===== config.mk =====
export PLATFORM = sky130hd
export DESIGN_NAME = hdlc_chk_len_ctr
export DESIGN_NICKNAME = d
export VERILOG_FILES = /design/src/rtl/hdlc_chk_len_ctr.sv
export SDC_FILE = /design/constraint.sdc
export NUM_CORES = 1
export LEC_CHECK = 0
export BUFFER_PORTS_ARGS = -buffer_cell sky130_fd_sc_hd__buf_2
export CAP_MARGIN = 20
export CORE_AREA = 2 2 59 61
export DETAILED_ROUTE_END_ITERATION = 10
export DIE_AREA = 0 0 61 63
export PLACE_DENSITY = 0.68
export SLEW_MARGIN = 40
export SYNTH_ARGS = -nofsm -noshare
export SYNTH_HDL_FRONTEND = slang
export SYNTH_SLANG_ARGS = --single-unit

===== constraint.sdc =====
create_clock -name clk -period 2.4 [get_ports clk]
set_input_delay 0.12 -clock clk [delete_from_list [all_inputs] [get_ports clk]]
set_output_delay 0.12 -clock clk [all_outputs]
set_load 0.005 [all_outputs]

===== src/rtl/hdlc_chk_len_ctr.sv =====
// Length counter: counts complete bytes of the open frame with saturation,
// captures the maximum length at frame start, and reports whether the
// next byte may still be written and whether the frame is oversize.
module hdlc_chk_len_ctr #(
    parameter int LEN_W = 12
) (
    input  logic             clk,
    input  logic             rst_n,
    input  logic             clr_i,
    input  logic [LEN_W-1:0] max_i,
    input  logic             inc_i,
    output logic [LEN_W-1:0] cnt_o,
    output logic [LEN_W-1:0] max_o,
    output logic             keep_o,
    output logic             over_o
);
    logic [LEN_W-1:0] cnt;
    logic [LEN_W-1:0] max_lat;

    assign cnt_o  = cnt;
    assign max_o  = max_lat;
    assign keep_o = (cnt < max_lat);
    assign over_o = (cnt > max_lat);

    // Byte count with saturation; maximum sampled on clear.
    always_ff @(posedge clk) begin
        if (!rst_n) begin
            cnt     <= '0;
            max_lat <= '0;
        end else if (clr_i) begin
            cnt     <= '0;
            max_lat <= max_i;
        end else if (inc_i && (cnt != '1)) begin
            cnt <= cnt + LEN_W'(1);
        end
    end

    // the captured maximum never changes while a frame runs.
    a_r4_max_held: assert property (@(posedge clk) disable iff (!rst_n)
        !clr_i |=> $stable(max_lat));
    // the count only moves when a byte completes or a frame opens.
    a_r2_count_hold: assert property (@(posedge clk) disable iff (!rst_n)
        !clr_i && !inc_i |=> $stable(cnt));
endmodule


== Word-level counts from Yosys, hierarchy flattened ==
Index checks and enable logic that the tools add are counted.

* Bits in registers: 24
* Input port bits: 16
* Output and inout bits: 26
* Logic and storage cells: 9

* $add $sub $neg: 1
* $lt $le $gt $ge: 2
* Equal/unequal tests: 1
* Bitwise logic cells: 1
* Reduce and logical (&&, ||, !) cells: 2

{| class="wikitable"
|+ Operators with widths
! cell !! count
|-
| $add 12x1->12 const B || 1
|-
| $gt 12x12->1 || 1
|-
| $lt 12x12->1 || 1
|-
| $ne 12x12->1 const B || 1
|-
| $reduce_or 2->1 || 1
|-
| $logic_and 1x1->1 || 1
|-
| $not 1->1 || 1
|}

== Depth between registers and ports, before layout ==
Gate-level depths: netlist of the first run.

* Depth in word-level cells: 2
* Gate-level depth with buffers: 6
* Mapped depth without buffers: 6

== Worst setup path before layout of the first run ==
No wires, ideal clock.

* Path kind: reg-to-output
* Start point: reg cnt[9] (netlist: cnt_o[9])
* End point: out keep_o
* Arrival time: 1.592 ns
* Setup slack: 0.688 ns
* Cell stages (with the launch flop): 6
* Buffers on the path: 0
* Cell sequence: dfxtp_1 ha_1 a21oi_1 o21ai_0 a2111oi_0 a21bo_2

* Longest elaborated chain between the ends: 1

{| class="wikitable"
|+ RTL lines
! what !! RTL line !! source
|-
| from (decl) || 17 || <nowiki>logic [LEN_W-1:0] cnt;</nowiki>
|-
| from (signal assigned) || 34 || <nowiki>cnt <= cnt + LEN_W'(1);</nowiki>
|-
| $lt 12x12->1 || 22 || <nowiki>assign keep_o = (cnt < max_lat);</nowiki>
|-
| to (decl) || 14 || <nowiki>output logic keep_o,</nowiki>
|}

No other way between the ends.

== Worst setup path in the final report of the first run ==
Ends and elaborated chain as after synthesis.

==> summary.md, run 1 <==
| Metric | Value |
|---|---|
| Status | `finished clean` |
| Slew headroom | `60.8%` |
| Total CTS buffers | `3` |
| Ratio of cells with drive above 1 in the final layout | `27.0%` |
| Synth-to-layout area growth | `20.5%` |
| Worst-margin pin slew | `0.581 ns` |
| CP max-delay cell | `dfxtp_1` |
| CP Launch Type | `register` |
| Final Wtd Congestion | `0.815` |
| # hold bufs at CTS | `0` |
| Post-synth top area share | `35.3%` |
| Adder-cell share of the synthesized area | `11.9%` |
| Setup TNS | `0 ns` |
| Synth Register Bits | `24` |
| Reg-to-Reg Start | `cnt_o[6]$_SDFFE_PP0P_` |
| Sequential area share after synthesis | `35.3%` |
| Fillers | `328` |
| Req. time, crit path | `2.28 ns` |
| Net Count, Synth | `185` |
| Compound-Gate Fraction of Synth Area | `15.1%` |
| Hold depth | `3` |
| LEAKAGE | `0.758 nW` |
| Worst Hold Slack | `0.0521 ns` |
| Post-synth EDFFs | `0` |
| Worst-Skew Late Latency | `0.31 ns` |
| I/O Buffers | `41` |
| Routed wire per std cell | `12.5 um` |
| FFs w/ async S/R, synth | `0%` |
| GRT Residual Overflow | `0` |
| Overall Global Routing Usage | `17.5%` |
| Worst setup path category | `register to primary output` |
| RSZ-0062 raised after global routing | `no` |
| Post-synth top cells | `dfxtp_1 (24), nor2b_1 (15), inv_1 (14), ha_1 (13), mux2i_1 (13)` |
| CTS Buffer Depth | `2` |
| Max Cap Viol | `0` |
| Upper clock frequency limit | `460 MHz` |
| Netlist cell types | `34` |
| Area after DPL | `1610 sq um` |
| Post-DP HPWL | `2410 um` |
| Synth area leader | `dfxtp_1` |
| First-pass GRT wire length | `5180 um` |
| Final setup fails | `0` |
| ANT nets after route | `0` |
| Crit Path Max Fanout | `9` |
| Via density | `5.21` |
| # clock sinks | `24` |
| CP peak stage delay | `0.50 ns` |
| Min-Delay Endpoint | `max_o[8]$_SDFFE_PN0P_` |
| Cells after Synth | `156` |
| Reg2Reg Setup Slack | `0.64 ns` |
| Most used flip-flop cell after synthesis | `dfxtp_1` |
| Die width | `61 um` |
| Die H | `63 um` |
| Clock root cell | `clkbuf_4` |
| PostCTS Resize Cnt | `0` |
| Crit path cell chain | `ha_1, a21oi_1, o21ai_0, a2111oi_2, a21bo_2, buf_2` |
| Initial antenna violation count | `0` |
| DR pass1 iterations | `4` |
| Worst R2R Path Depth | `4` |
| Final Cell Area | `1640 sq um` |
| Final period util | `90.5%` |
| Diode count | `0` |
| Initial DRC Count | `46` |
| Max-slew violation count | `0` |
| Average size of a mapped cell | `8.73 sq um` |
| R2R Path End | `cnt_o[11]$_SDFFE_PP0P_` |
| Crit end category | `primary output` |
| Core area | `3230 sq um` |
| Final hold vios | `0` |
| CTS tree | `built` |
| Post-synthesis mux area share | `9.55%` |
| DRC Markers | `0` |
| Post-layout min period | `2.17 ns` |
| Largest family of logic cells by synthesized area | `simple AND/OR/NAND/NOR gates` |
| Drt total wl | `3020 um` |
| Vias in the first global route | `1183` |
| Pwr Total | `0.706 mW` |
| Post-Synth XOR/XNOR Area | `0.643%` |
| Layout Skew | `0.00520 ns` |
| Synth area leaders | `dfxtp_1 (35%), ha_1 (12%), mux2i_1 (9.6%), nor2b_1 (6.9%), inv_1 (3.9%)` |
| Clock Pin Slew Worst Setup and Hold Paths | `0.13 ns` |
| Largest net degree at the start of global routing | `15` |
| Synthesis Warnings | `0` |
| PD cells | `430 nW/um^2` |
| Total setup buffers inserted after CTS | `0` |
| Simple-gate share of the synthesized area | `22.2%` |
| Total Die Area | `3840 sq um` |
| Hold Path Class | `input pin to register` |
| Crit path DAT | `2.05 ns` |
| Top-count cell post-synth | `dfxtp_1` |
| Min-delay src | `max_i[8]` |
| Syn Std Cell Area | `1360 sq um` |
| Initial Utilization | `42.2%` |
| IO Pins | `42` |
| Via count | `1260` |
| Final net count | `227` |
| Peak VDD IR | `266 uV` |
| Num rows | `21` |
| H-tree depth | `1` |
## metal layers
metal  global-route usage [%]  wire, um
met5                        0         0
met4                     7.61        46
met3                     2.07       199
met2                     27.6      1430
met1                     23.5      1340
## power by group
part           switching (mW)  leakage [nW]  total (mW)  internal, mW
clock network           0.118        0.0138       0.177        0.0587
registers              0.0100         0.196       0.422         0.412
logic                  0.0520         0.549       0.107        0.0551
## worst max path at each step
stage	startpoint	to	slack (ns)	depth (start not counted)
after floorplan	cnt_o[9]$_SDFFE_PP0P_	keep_o	0.69	5
after global placement	cnt_o[9]$_SDFFE_PP0P_	keep_o	0.49	6
after detailed placement	cnt_o[9]$_SDFFE_PP0P_	keep_o	0.46	6
after CTS	cnt_o[9]$_SDFFE_PP0P_	keep_o	0.08	6
after global routing	cnt_o[9]$_SDFFE_PP0P_	keep_o	0.01	6
final	cnt_o[9]$_SDFFE_PP0P_	keep_o	0.23	6
## flip-flops by register name, summed over array words and instances (netlist names)
signal / count
cnt_o: 12
max_o: 12
## cells by family after synthesis
family	after synthesis
mux	13
xor+xnor	1
compound gates	31
fa+ha+maj	13
buf+inv	19
simple gates	55
flops	24
## layout make-up
class,count,area (sq um),share of cell area [%]
inverter,14,52.6,3.20
timing repair buffer,42,213,13.0
clock buffer,3,22.5,1.37
sequential,24,480,29.3
multi-input combinational,113,816,49.7
tap,46,57.6,3.51
## stage by stage
step,cells,setup WS (ns),utilization [%]
after global placement,239,0.492,49.9
after CTS,242,0.0762,50.6
after floorplan,156,0.688,-
after global routing,242,0.0129,50.8
final,242,0.227,50.8
after detailed placement,239,0.458,49.9
## cells in the final DEF (no fill, tap or decap), types with 6 or more instances in the layout
cell / synthesis / layout
dfxtp_1: 24 / 24
nor2_1: 7 / 7
nor2b_1: 15 / 15
inv_1: 14 / 14
o21ai_0: 6 / 6
a21oi_1: 10 / 10
mux2i_1: 13 / 13
nand2_1: 9 / 9
buf_2: 1 / 41
ha_1: 13 / 13
## worst max-delay path, delay by kind of cell (launching register included)
kind | cells | cell delay (ns)
flip-flops | 1 | 0.50
buffers and inverters | 1 | 0.10
AO/OA/AOI/OAI | 4 | 0.85
adder cells (fa/ha/maj) | 1 | 0.30
No activity file was read; power rests on OpenSTA's default activity.
==> run 2, diff against run 1 <==
CORE_AREA = 2 2 54 56   (was 2 2 59 61)
DIE_AREA = 0 0 56 58   (was 0 0 61 63)
PLACE_DENSITY = 0.8   (was 0.68)
==> run 2 against run 1 <==
Non-clock buffer count down 1; routed wire length increased by 2.6%; clock power is 20% higher; sequential share of layout area up 0.22 points; register-to-register slack improved by 0.02 ns; utilization up 10 points; final cell count is 6.2% lower; cell area is 0.76% lower; first-iteration DRC count decreased by 52%.
==> summary.md, run 2 (synthesized netlist as in run 1, its figures left out) <==
| Metric | Value |
|---|---|
| Status | `finished clean` |
| Via count | `1265` |
| Num rows | `19` |
| Largest net degree at the start of global routing | `15` |
| Cell family with most CP delay | `compound AO/OA/AOI/OAI gates` |
| Total setup buffers inserted after CTS | `0` |
| Area after DPL | `1590 sq um` |
| Hold Path Class | `input pin to register` |
| Worst-Skew Late Latency | `0.31 ns` |
| Worst path bufs/invs | `1` |
| Overall Global Routing Usage | `20.7%` |
| DR pass1 iterations | `4` |
| Crit Path Max Fanout | `9` |
| Final period util | `92.1%` |
| CTS tree | `built` |
| ANT nets after route | `0` |
| Final setup fails | `0` |
| Commonest non-fill, non-tap cell in the layout | `buf_2` |
| Setup WS pre-CTS | `0.349 ns` |
| Setup TNS | `0 ns` |
| Clock root cell | `clkbuf_4` |
| Final hold vios | `0` |
| Crit path cell chain | `ha_1, a21oi_1, o21ai_0, a2111oi_2, a21bo_2, buf_2` |
| CP max-delay cell | `dfxtp_1` |
| Final Util | `61.2%` |
| Initial antenna violation count | `0` |
| Pwr Total | `0.740 mW` |
| CP Launch Type | `register` |
| Routed wire per std cell | `13.7 um` |
| Most frequent cells in the layout | `buf_2 (41), dfxtp_1 (24), nor2b_1 (15)` |
| Initial Utilization | `51.2%` |
| Ratio of cells with drive above 1 in the final layout | `27.0%` |
| Via density | `5.57` |
| CP peak stage delay | `0.49 ns` |
| PD cells | `454 nW/um^2` |
| I/O Buffers | `41` |
| Slew headroom | `61.2%` |
| Vias in the first global route | `1237` |
| RSZ-0062 raised after global routing | `no` |
| Worst setup path category | `register to primary output` |
| LEAKAGE | `0.761 nW` |
| Min-delay src | `max_i[5]` |
| Setup crit start | `cnt_o[9]$_SDFFE_PP0P_` |
| Synth-to-layout area growth | `19.6%` |
| Diode count | `0` |
| # hold bufs at CTS | `0` |
| Max Cap Viol | `0` |
| Worst-margin pin slew | `0.577 ns` |
| First-pass GRT wire length | `5350 um` |
| Die H | `58 um` |
| DRC Markers | `0` |
| # clock sinks | `24` |
| Final Wtd Congestion | `0.876` |
| Core area | `2660 sq um` |
| IO Pins | `42` |
| Drt total wl | `3100 um` |
| Crit end category | `primary output` |
| CTS Buffer Depth | `2` |
| Cell Count, Final, Fillers Out | `227` |
| Final net count | `226` |
| Post-layout min period | `2.21 ns` |
| H-tree depth | `1` |
| Die width | `56 um` |
| Initial DRC Count | `22` |
| Layout Skew | `0.00551 ns` |
| Total CTS buffers | `3` |
| Worst Hold Slack | `0.0574 ns` |
| Reg-to-Reg Start | `cnt_o[6]$_SDFFE_PP0P_` |
| Post-DP HPWL | `2490 um` |
| Req. time, crit path | `2.28 ns` |
| Total Die Area | `3250 sq um` |
| Final setup margin | `0.190 ns` |
| Placed Cells | `223` |
| Final Cell Area | `1630 sq um` |
| Upper clock frequency limit | `452 MHz` |
| Clock Pin Slew Worst Setup and Hold Paths | `0.13 ns` |
| Crit path DAT | `2.09 ns` |
| Max-slew violation count | `0` |
| GRT Residual Overflow | `0` |
| Peak VDD IR | `369 uV` |
[run 2: cell count changes in the layout (fill, tap and decap cells not counted)]
cell      change
buf_4         -1
clkbuf_8      +1
[run 2: final cells by class]
| type | instances | area [sq um] |
|---|---|---|
| flip-flops and latches | 24 | 480 |
| multi-input cells | 113 | 816 |
| well taps | 31 | 38.8 |
| inverters | 14 | 52.6 |
| clock buffers | 4 | 36.3 |
| fillers | 249 | 1030 |
| repair buffers | 41 | 205 |
[run 2: worst paths after layout]
| check | end | slack (ns) | depth (start not counted) |
|---|---|---|---|
| hold / removal | max_o[5]$_SDFFE_PN0P_ | 0.06 | 3 |
| setup / recovery | keep_o | 0.19 | 6 |
| hold reg to reg | max_o[11]$_SDFFE_PN0P_ | 0.54 | 2 |
| setup reg to reg | cnt_o[11]$_SDFFE_PP0P_ | 0.66 | 4 |
[run 2: what timing repair did]
item / in CTS / in global routing
gates resized for setup: 1 / 1
endpoints found under the hold margin: 0 / 0
setup endpoints to repair: 1 / 2
[run 2: routing by layer]
| layer | track usage [%] | wire length, um | vias up |
|---|---|---|---|
| met3 | 2.68 | 173 | 5 |
| met1 | 24.8 | 1310 | 583 |
| li1 | - | - | 639 |
| met5 | 0 | 0 | - |
| met2 | 38.5 | 1580 | 38 |
| met4 | 6.46 | 37 | 0 |
[run 2: power by group]
part,internal (mW),total (mW),switching (mW)
sequential,0.412,0.421,0.00965
clock,0.0927,0.213,0.120
combinational,0.0541,0.106,0.0519
total,0.558,0.740,0.182
[run 2: tightest hold or removal path, cell delays in order]
cell and delay [ns]:
buf_2 0.08, mux2i_1 0.05, nor2b_1 0.09
